==> src/rtl/fb_flip_ctrl.sv <==
module fb_flip_ctrl #(
  parameter int AW = 32
) (
  input  logic          clk,
  input  logic          rst_n,
  input  logic          frame_start,
  input  logic          vblank,
  input  logic          mode_triple,
  input  logic [AW-1:0] base0,
  input  logic [AW-1:0] base1,
  input  logic [AW-1:0] base2,
  input  logic          draw_done,
  output logic          draw_ready,
  output logic [1:0]    draw_idx,
  output logic [AW-1:0] disp_base
);

  logic [1:0] disp_q, draw_q, pend_q;
  logic       pend_v, vb_q, triple_q;
  logic [1:0] disp_n, draw_n, pend_n;
  logic       pend_v_n;
  logic [AW-1:0] base_sel;

  wire vb_start = vblank & ~vb_q;
  wire commit   = vb_start & pend_v;
  wire accept   = draw_done & draw_ready;

  assign draw_ready = triple_q | ~pend_v;
  assign draw_idx   = draw_q;

  always_comb begin
    disp_n   = disp_q;
    draw_n   = draw_q;
    pend_n   = pend_q;
    pend_v_n = pend_v;
    if (commit) begin
      disp_n   = pend_q;
      pend_v_n = 1'b0;
      draw_n   = triple_q ? draw_q : disp_q;
    end
    if (accept) begin
      pend_n   = draw_q;
      pend_v_n = 1'b1;
      if (triple_q) begin
        if (commit)      draw_n = disp_q;
        else if (pend_v) draw_n = pend_q;
        else             draw_n = 2'd3 - disp_q - draw_q;
      end
    end
  end

  always_comb begin
    case (disp_n)
      2'd0:    base_sel = base0;
      2'd1:    base_sel = base1;
      default: base_sel = base2;
    endcase
  end

  always_ff @(posedge clk or negedge rst_n) begin
    if (!rst_n) begin
      disp_q    <= 2'd0;
      draw_q    <= 2'd1;
      pend_q    <= 2'd0;
      pend_v    <= 1'b0;
      vb_q      <= 1'b0;
      triple_q  <= 1'b0;
      disp_base <= '0;
    end else begin
      disp_q <= disp_n;
      draw_q <= draw_n;
      pend_q <= pend_n;
      pend_v <= pend_v_n;
      vb_q   <= vblank;
      if (vb_start) disp_base <= base_sel;
      if (frame_start && !pend_v && !draw_done) triple_q <= mode_triple;
    end
  end

  p_base_only_vb_r2: assert property (@(posedge clk) disable iff (!rst_n)
    !(vblank && !vb_q) |=> $stable(disp_base));

  p_ready_drop_r3: assert property (@(posedge clk) disable iff (!rst_n)
    (!triple_q && draw_done && draw_ready) |=> !draw_ready);

  p_disp_hold_r4: assert property (@(posedge clk) disable iff (!rst_n)
    !(vblank && !vb_q) |=> $stable(disp_q));

  p_ignore_r5: assert property (@(posedge clk) disable iff (!rst_n)
    (!triple_q && !draw_ready && !(vblank && !vb_q)) |=> $stable(draw_idx));

  p_distinct_r6: assert property (@(posedge clk) disable iff (!rst_n)
    disp_q != draw_q);

  p_mode_hold_r9: assert property (@(posedge clk) disable iff (!rst_n)
    pend_v |=> $stable(triple_q));

endmodule

==> config.mk <==
export PLATFORM = sky130hd
export DESIGN_NAME = fb_flip_ctrl
export DESIGN_NICKNAME = d
export VERILOG_FILES = /design/src/rtl/fb_flip_ctrl.sv
export SDC_FILE = /design/constraint.sdc
export NUM_CORES = 1
export LEC_CHECK = 0
export ABC_AREA = 1
export BUFFER_PORTS_ARGS = -buffer_cell sky130_fd_sc_hd__buf_2
export CAP_MARGIN = 10
export CORE_ASPECT_RATIO = 2
export CORE_MARGIN = 1.5
export CORE_UTILIZATION = 45
export CTS_CLUSTER_SIZE = 16
export DETAILED_ROUTE_END_ITERATION = 8
export PLACE_DENSITY = 0.8
export SLEW_MARGIN = 20
export SYNTH_ARGS = -nofsm -noshare
export SYNTH_HDL_FRONTEND = slang
export SYNTH_SLANG_ARGS = --single-unit
==> constraint.sdc <==
create_clock -name clk -period 1.88 [get_ports clk]
set_clock_uncertainty 0.05 [all_clocks]
set_input_delay 0.094 -clock clk [delete_from_list [all_inputs] [get_ports clk]]
set_output_delay 0.094 -clock clk [all_outputs]
set_load 0.02 [all_outputs]
## Word-level counts from Yosys, hierarchy flattened

Cells that the tools add are included.

| operators by class | value |
|---|---|
| $add $sub $neg | 2 |
| multipliers | 0 |
| divide/modulo/power cells | 0 |
| order comparisons | 0 |
| equal/unequal tests | 1 |
| shift-type cells | 0 |
| mux-type cells | 10 |
| bitwise gates (word level) | 6 |
| reductions and logical operators | 6 |

Operators with widths:

| cell | number |
|---|---|
| $pmux 32 s2 | 1 |
| $mux 2 | 7 |
| $and 1x1->1 | 3 |
| $eq 2x1->1 const B | 1 |
| $logic_and 1x1->1 | 2 |
| $logic_not 1->1 | 2 |
| $logic_not 2->1 | 1 |
| $mux 1 | 2 |
| $not 1->1 | 2 |
| $reduce_bool 2->1 | 1 |
| $sub 2x2->2 | 1 |
| $sub 2x2->2 const A | 1 |
| $or 1x1->1 | 1 |

| word-level totals | value |
|---|---|
| register bits after elaboration | 41 |
| bits in latches | 0 |
| bits in writable memories | 0 |
| memory bits (read-only) | 0 |
| input port bits | 102 |
| output and inout bits | 35 |
| logic and storage cells | 32 |
| memories | 0 |

## Depth between registers and ports, before layout

Gate-level depths: netlist of run 1.

| logic depth | value |
|---|---|
| depth after elaboration | 6 |
| gate-level depth with buffers | 9 |
| mapped depth without buffers | 8 |

## Worst setup path after synthesis of run 1

OpenSTA, ideal clock, no wires.

| timing path | value |
|---|---|
| path type | reg-to-reg |
| start point | reg vb_q |
| end point | reg disp_base[12] |
| setup time | 113 ps |
| arrival | 1,238 ps |
| data required time | 1,717 ps |
| path slack | 480 ps |
| cell stages (with the launch flop) | 10 |
| buffers on the path | 1 |
| cell sequence | dfrtp_1 inv_1 nand3_2 nand2_1 nand2_1 buf_2 a21oi_1 nand3_1 nand2_1 inv_1 |

| between the ends | value |
|---|---|
| cells in the longest elaborated chain, start to end | 6 |

RTL lines:

| element | line | source |
|---|---|---|
| start, declared | 19 | `logic pend_v, vb_q, triple_q;` |
| start signal, assigned | 74 | `vb_q <= vblank;` |
| $not 1->1 (*) | 24 | `wire vb_start = vblank & ~vb_q;` |
| $and 1x1->1 (*) | 24 |  |
| $and 1x1->1 | 25 | `wire commit = vb_start & pend_v;` |
| $mux 2 | 36 | `if (commit) begin` |
| $eq 2x1->1 or $logic_not 2->1 (tied branches) | 53 | `case (disp_n)` |
| $pmux 32 s2 | 53 |  |
| end signal, assigned | 75 | `if (vb_start) disp_base <= base_sel;` |
| end, declared | 15 | `output logic [AW-1:0] disp_base` |

Every way passes the cells marked *; elsewhere a longest branch is shown, timed or not.
A chain may end at the register's enable or synchronous reset.

## Worst setup path after layout of run 1

| timing path | value |
|---|---|
| start point | reg vb_q |
| end point | reg disp_base[13] |

The elaborated chain is that of the path after synthesis.

==> results_dict.tcl, run 1 <==
set metrics [dict create \
    run_status "finished clean" \
    mostFrequentLayoutCell "buf_2" \
    drc 0 \
    finalNonFillerCells 535 \
    synth_seq_cells 41 \
    syn_inst 341 \
    fin_setup_tns_ns 0 \
    row_count 38 \
    gr-total-overflow 0 \
    grt_max_degree 65 \
    die_y_um 110 \
    drtAntennaViolNets 0 \
    start_util_pct 47.2 \
    clk_latency_ns 0.29 \
    crit_fanout 64 \
    fin_crit_ns 1.67 \
    setup_viol 0 \
    antenna_found_initial 0 \
    ys_types 28 \
    post-route-util_pct 61.2 \
    io_pins 137 \
    seq_area_um2 1030 \
    period_share_pct 89.0 \
    synth_top_area_share_pct 38.8 \
    first_global_vias 2778 \
    cts_max_level 2 \
    drive_above_1_share_pct 41.3 \
    firstDrtPassIters 4 \
    vias_per_cell 5.28 \
    endpoint_kind "flip-flop" \
    power_density_nw_per_um2 1290 \
    hold_class "input port to flip-flop" \
    die_x_um 56.5 \
    nets 577 \
    rsz0062_at_grt "false" \
    synth.yosys.seq_area_share_pct 39.8 \
    syn_nets 444 \
    r2r_setup_slack_ns 0.21 \
    grt_pass1_wl_um 12100 \
    synth.cell_area_um2 2580 \
    cts_tree "yes" \
    final-max-slew-violation-count 0 \
    portBuffers 136 \
    worstPathArrival_ns 1.81 \
    avgRoutedWirePerCell_um 14.4 \
    clk_path_buf_depth 2 \
    grt_usage_pct 24.6 \
    wl_um 7680 \
    post_cts_buffers 0 \
    hpwlAfterDp_um 5600 \
    clock.fmax_mhz 597 \
    synthTopCellsByArea "dfrtp_1 39%, nand3_1 19%, or2_2 8.0%" \
    dieArea_um2 6220 \
    place_ws_ns 0.139 \
    p_leak_uw 0.00181 \
    crit_type "flip-flop to flip-flop" \
    multi_input_area_um2 1220 \
    slew_headroom_pct 67.0 \
    peakVddDrop_uv 1200 \
    cts_made_buffers 5 \
    via_count 2826 \
    yosysTopAreaCell "dfrtp_1" \
    core_um2 5470 \
    ys_warn_count 0 \
    cts.sinks 41 \
    hold_viol 0 \
    start_kind "flip-flop" \
    syn_to_final_growth_pct 29.7 \
    clkSlewWorstSetupHoldPaths_ns 0.08 \
    ctsRootBufferMaster "clkbuf_8" \
    place_inst 525 \
    first_iter_violations 161 \
    worstMarginPinSlew_ns 0.495 \
    gp_congestion 0.860 \
    hold_ws_ns 0.0215 \
    syn_avg_cell_area_um2 7.56 \
    required_ns 2.02 \
    antenna_cells 0 \
    nFillCells 512 \
    worst_slack_ns 0.206 \
    drv_cap 0 \
    final_cell_mix "136 x buf_2, 98 x nand3_1, 46 x nand2_1" \
]
==> final cells by class <==
type	count	area share [%]
multi-input combinational	236	36.6
inverter	42	4.71
clock inverter	3	0.524
tap	60	2.24
sequential	41	30.7
clock buffer	5	2.06
timing repair buffer	148	23.2
==> path summary, 6_finish.rpt <==
path                                           startpoint                        end  cells past startpoint
worst max-delay path                       vb_q$_DFF_PN0_  disp_base[13]$_DFFE_PN0N_                      8
worst min-delay path                          mode_triple       triple_q$_DFFE_PN0P_                      3
worst max register to register             vb_q$_DFF_PN0_  disp_base[13]$_DFFE_PN0N_                      8
worst min register to register  disp_base[15]$_DFFE_PN0N_  disp_base[15]$_DFFE_PN0N_                      3
max in group asynchronous                           rst_n  disp_base[31]$_DFFE_PN0N_                      3
min in group asynchronous                           rst_n       triple_q$_DFFE_PN0P_                      2
==> per-layer routing <==
metal / track usage [%] / part of all wire, % / vias up
met2: 46.8 / 56 / 109
li1: - / - / 1381
met5: 0 / 0 / -
met3: 2.33 / 4.5 / 16
met1: 26.3 / 37 / 1320
met4: 12.2 / 2.7 / 0
==> per-stage QoR <==
| stage | cell area (µm²) | power [µW] |
|---|---|---|
| 2_1_floorplan | 2580 | 3160 |
| 3_3_place_gp | 3230 | 3670 |
| 3_5_place_dp | 3230 | 3730 |
| 4_1_cts | 3340 | 4320 |
| 5_1_grt | 3350 | 4660 |
| 6_report | 3350 | 4310 |
==> worst max-delay path, stage by stage (launching register included) <==
cell and delay (ns):
dfrtp_1 0.41, inv_1 0.14, nand3_2 0.14, nand2_1 0.19, nand2_8 0.23, nand3_1 0.17, nand3_1 0.09, nand2_1 0.07
inv_1 0.04
==> registers in the layout, summed over array words and instances (netlist names) <==
| signal | count |
|---|---|
| disp_q | 2 |
| pend_v | 1 |
| pend_q | 2 |
| vb_q | 1 |
| triple_q | 1 |
| draw_idx | 2 |
| disp_base | 32 |
==> repair_timing <==
action	in CTS	in global routing
endpoints found under the hold margin	21	0
hold buffers	2	0
setup endpoints to repair	0	25
resized for setup	0	1
==> logic make-up (layout without fill, tap and decap cells) <==
| family | Yosys count | count (layout) | synth area share, % |
|---|---|---|---|
| compound gates | 41 | 41 | 8.20 |
| xor+xnor | 1 | 1 | 0.340 |
| fa+ha+maj | 1 | 1 | 0.485 |
| buf+inv | 64 | 198 | 13.1 |
| flops | 41 | 41 | 39.8 |
| simple gates | 193 | 193 | 38.1 |
==> power breakdown <==
part	leakage (µW)	switching [µW]	total (µW)	internal [µW]
Combinational	0.00130	1500	2340	840
Clock	0.0000439	305	561	256
Sequential	0.000464	197	1400	1210
==> synth_stat cells <==
cell type	instances
inv_1	41
dfstp_2	1
nand2_2	1
nand3_2	3
buf_4	2
buf_6	1
nand3b_1	2
nand3_1	98
ha_1	1
dfrtp_1	40
nor2_4	1
a21oi_2	1
nor3_1	1
o22ai_1	2
nand2_4	1
nor2_1	4
clkbuf_1	6
o21ai_0	3
o21ai_1	1
buf_2	5
buf_8	6
nand4_1	3
clkbuf_4	2
or2_2	33
inv_2	1
nand2_1	46
xnor2_1	1
a21oi_1	34
No activity file was read; power rests on OpenSTA's default activity.
==> run 2: changes to the inputs <==
Clock period 1.88 ns to 1.66 ns, I/O delays scaled along.
==> results_dict.tcl, run 2 (synthesis gave the netlist of run 1 again) <==
set metrics [dict create \
    first_iter_violations 228 \
    ctsRootBufferMaster "clkbuf_8" \
    cts_made_buffers 5 \
    clock.fmax_mhz 657 \
    clk_path_buf_depth 2 \
    syn_to_final_growth_pct 34.5 \
    final-max-slew-violation-count 0 \
    fin_setup_tns_ns 0 \
    gp_congestion 0.890 \
    hpwlAfterDp_um 5790 \
    run_status "finished clean" \
    fin_crit_ns 1.52 \
    power_density_nw_per_um2 1520 \
    portBuffers 136 \
    crit_family "buffers and inverters" \
    drtAntennaViolNets 0 \
    endpoint_kind "flip-flop" \
    slew_headroom_pct 63.3 \
    top_register "disp_base" \
    via_count 2924 \
    post_cts_buffers 0 \
    nets 583 \
    grt_pass1_wl_um 12400 \
    cp_slowest_stage_delay_ns 0.52 \
    gr-total-overflow 0 \
    setup_viol 0 \
    antenna_found_initial 0 \
    p_leak_uw 0.00187 \
    dieArea_um2 6220 \
    cts_tree "yes" \
    post-route-util_pct 63.4 \
    wl_um 8030 \
    rsz0062_at_grt "false" \
    worstPathArrival_ns 1.67 \
    first_global_vias 2767 \
    drv_cap 0 \
    avgRoutedWirePerCell_um 14.8 \
    peakVddDrop_uv 1060 \
    clk_latency_ns 0.29 \
    cts_max_level 2 \
    vias_per_cell 5.40 \
    start_util_pct 47.2 \
    die_x_um 56.5 \
    final_cell_mix "136 x buf_2, 98 x nand3_1, 46 x nand2_1" \
    drc 0 \
    start_kind "input port" \
    crit_fanout 32 \
    hold_viol 0 \
    crit_type "input port to flip-flop" \
    io_pins 137 \
    largest_register_ffs 32 \
    drive_above_1_share_pct 42.0 \
    clkSlewWorstSetupHoldPaths_ns 0.08 \
    path_buf_inv 4 \
    worstMarginPinSlew_ns 0.550 \
    critical_path.cell_chain "dlygate4sd3_1 > buf_2 > nand3_2 > nand2_1 > nand2_4 > clkbuf_16 > nand3_1 > nand3_1 > nand2_1 > inv_1" \
    cpMaxStageDelayCell "dlygate4sd3_1" \
    required_ns 1.81 \
    period_share_pct 91.7 \
    cts.sinks 41 \
    firstDrtPassIters 5 \
    grt_usage_pct 25.3 \
    die_y_um 110 \
    mostFrequentLayoutCell "buf_2" \
    grt_max_degree 65 \
    antenna_cells 0 \
    row_count 38 \
    hold_class "input port to flip-flop" \
    nFillCells 513 \
    r2r_setup_slack_ns 0.14 \
    core_um2 5470 \
]
## run 2: stage by stage
| step | total power [µW] | instances | cell area, µm² | hold WS [ns] | setup slack, ns |
|---|---|---|---|---|---|
| after global routing | 5660 | 541 | 3470 | 0.0401 | 0.00542 |
| after global placement | 4230 | 529 | 3290 | 0.0405 | 0.177 |
| after detailed placement | 4320 | 529 | 3290 | 0.0456 | 0.116 |
| after CTS | 5170 | 540 | 3430 | 0.0168 | 0.109 |
| after floorplan | 3580 | 341 | 2580 | -0.263 | 0.260 |
| final | 5250 | 541 | 3470 | 0.0175 | 0.138 |
## run 2: where the power goes
part / leakage (µW) / total, µW / switching (µW) / internal, µW
combinational: 0.00135 / 2830 / 1750 / 1080
clock: 0.0000585 / 838 / 347 / 491
sequential: 0.000464 / 1590 / 222 / 1370
total: 0.00187 / 5250 / 2320 / 2930
## run 2: repair_timing
item / 4_1_cts / 5_1_grt
setup endpoints to repair: 0 / 23
hold buffers: 3 / 0
gates resized for setup: 0 / 3
hold endpoints to repair: 22 / 0
## run 2: area by class of cell
class | count | area (µm²) | share of cell area (%)
Multi-Input combinational cell | 236 | 1220 | 35.1
Sequential cell | 41 | 1030 | 29.6
Timing Repair Buffer | 154 | 873 | 25.2
Inverter | 42 | 158 | 4.55
Clock buffer | 7 | 86.3 | 2.49
Tap cell | 60 | 75.1 | 2.16
Clock inverter | 1 | 30.0 | 0.866
## run 2: worst paths after layout
check / from / end / cells after the start
worst min register to register: disp_base[8]$_DFFE_PN0N_ / disp_base[8]$_DFFE_PN0N_ / 3
worst max-delay path: vblank / disp_base[9]$_DFFE_PN0N_ / 10
worst max register to register: vb_q$_DFF_PN0_ / disp_base[9]$_DFFE_PN0N_ / 9
min in group asynchronous: rst_n / disp_base[1]$_DFFE_PN0N_ / 2
worst min-delay path: frame_start / triple_q$_DFFE_PN0P_ / 3
max in group asynchronous: rst_n / disp_base[21]$_DFFE_PN0N_ / 3
## run 2: metal layers
metal	track usage, %	part of all wire, %	wire length (µm)	vias up
met4	12.2	3.5	282	0
met1	29.2	36	2900	1380
met5	0	0	0	-
li1	-	-	-	1396
met2	45.8	56	4470	124
met3	2.57	4.7	374	24
## run 2: worst reg2reg max path, cell delays in order (launching register included)
cell and delay, ns:
dfrtp_1 0.42, inv_2 0.11, nand3_2 0.12, nand2_1 0.13, nand2_4 0.08, clkbuf_16 0.21, nand3_1 0.10, nand3_1 0.08
nand2_1 0.08, inv_1 0.04
==> run 3: changes to the inputs <==
Settings changed: BUFFER_PORTS_ARGS -buffer_cell sky130_fd_sc_hd__buf_2 to -buffer_cell sky130_fd_sc_hd__buf_4.
==> results_dict.tcl, run 3 (synthesis gave the netlist of run 1 again) <==
set metrics [dict create \
    grt_pass1_wl_um 12500 \
    period_share_pct 92.6 \
    peakVddDrop_uv 1040 \
    cts_tree "yes" \
    drv_cap 0 \
    hold_viol 0 \
    row_count 38 \
    seq_area_um2 1030 \
    fin_crit_ns 1.54 \
    slew_headroom_pct 63.8 \
    firstDrtPassIters 4 \
    place_inst 527 \
    drc 0 \
    drtAntennaViolNets 0 \
    io_pins 137 \
    clock.fmax_mhz 651 \
    mostFrequentLayoutCell "buf_4" \
    die_y_um 110 \
    gp_congestion 0.917 \
    clkPwrFrac_pct 15.1 \
    drive_above_1_share_pct 41.8 \
    setup_viol 0 \
    ctsRootBufferMaster "clkbuf_8" \
    hold_class "input port to flip-flop" \
    portBuffers 136 \
    worstPathArrival_ns 1.67 \
    cts.sinks 41 \
    clkSlewWorstSetupHoldPaths_ns 0.08 \
    run_status "finished clean" \
    nFillCells 461 \
    grt_usage_pct 25.4 \
    syn_to_final_growth_pct 47.2 \
    required_ns 1.79 \
    start_kind "flip-flop" \
    vias_per_cell 5.36 \
    worstMarginPinSlew_ns 0.544 \
    final-max-slew-violation-count 0 \
    gr-total-overflow 0 \
    core_um2 5470 \
    clk_latency_ns 0.29 \
    wl_um 7930 \
    largest_register_ffs 32 \
    final_cell_area_um2 3800 \
    hold_ws_ns 0.0388 \
    pwr-share-comb_pct 55.9 \
    rsz0062_at_grt "false" \
    power_density_nw_per_um2 1450 \
    dieArea_um2 6220 \
    endpoint_kind "flip-flop" \
    crit_fanout 24 \
    p_leak_uw 0.00198 \
    nets 580 \
    start_util_pct 47.2 \
    crit_type "flip-flop to flip-flop" \
    post_cts_buffers 0 \
    power_uw 5500 \
    p_int_uw 3180 \
    hpwlAfterDp_um 5880 \
    swShare_pct 42.1 \
    p_switching_uw 2310 \
    first_global_vias 2830 \
    via_count 2882 \
    finalNonFillerCells 538 \
    die_x_um 56.5 \
    final_cell_mix "143 x buf_4, 98 x nand3_1, 46 x nand2_1" \
    clk_path_buf_depth 2 \
    top_register "disp_base" \
    post_dp_cell_area_um2 3620 \
    cts_max_level 2 \
    cts_made_buffers 5 \
    antenna_cells 0 \
    first_iter_violations 161 \
    multi_input_area_um2 1230 \
    antenna_found_initial 0 \
    avgRoutedWirePerCell_um 14.7 \
    fin_setup_tns_ns 0 \
    p_seq_share_pct 29.0 \
    grt_max_degree 42 \
]
## run 3: changes by cell type in the layout (fill, tap and decap cells not counted), sizes merged
| cell | delta |
|---|---|
| clkbuf | -1 |
| buf | -2 |
## run 3: layout make-up
type / instances / share of cell area [%]
multi-input combinational: 236 / 32.4
inverter: 42 / 4.15
sequential: 41 / 27.1
clock buffer: 7 / 2.27
clock inverter: 1 / 0.791
tap: 60 / 1.98
timing repair buffer: 151 / 31.3
## run 3: path summary, 6_finish.rpt
kind,from,cells past startpoint,slack (ns),to
worst min-delay path,frame_start,3,0.04,triple_q$_DFFE_PN0P_
worst max-delay path,vb_q$_DFF_PN0_,9,0.12,disp_base[6]$_DFFE_PN0N_
worst max register to register,vb_q$_DFF_PN0_,9,0.12,disp_base[6]$_DFFE_PN0N_
max in group asynchronous,rst_n,2,0.91,disp_base[17]$_DFFE_PN0N_
min in group asynchronous,rst_n,2,0.27,triple_q$_DFFE_PN0P_
worst min register to register,disp_base[2]$_DFFE_PN0N_,3,0.50,disp_base[2]$_DFFE_PN0N_
## run 3: power groups by stage
| stage | clock network, µW | registers, µW | logic [µW] |
|---|---|---|---|
| 6_report | 830 | 1590 | 3070 |
| 5_1_grt | 901 | 1640 | 3360 |
| 4_1_cts | 847 | 1590 | 3040 |
| 3_5_place_dp | 0 | 1610 | 3030 |
| 3_3_place_gp | 0 | 1600 | 2980 |
| 2_1_floorplan | 0 | 1940 | 1640 |
## run 3: per-layer routing
metal / wire (µm) / vias to the layer above / global-route usage, %
met3: 346 / 27 / 2.92
met1: 2810 / 1356 / 27.4
met5: 0 / - / 0
met2: 4430 / 108 / 46.7
met4: 340 / 0 / 15.3
li1: - / 1391 / -
## run 3: timing repair
action                                  in CTS  in global routing
endpoints found under the hold margin       42                  0
endpoints found under the setup margin       0                 32
hold buffers                                 3                  0
resized for setup                            0                  7
## run 3: stage by stage
| step | util, % | setup WS [ns] |
|---|---|---|
| global placement | 66.3 | 0.114 |
| detailed placement | 66.3 | 0.0709 |
| finish | 69.4 | 0.123 |
| floorplan | - | 0.260 |
| CTS | 68.9 | 0.0429 |
| global route | 69.4 | 0.00585 |
## run 3: critical path, cell delays in order (launching register included)
cell	delay (ns)
dfrtp_1	0.42
inv_2	0.12
nand3_4	0.10
nand2_1	0.09
nand2_1	0.10
buf_8	0.19
a21oi_1	0.16
nand3_1	0.09
nand2_1	0.07
inv_1	0.04
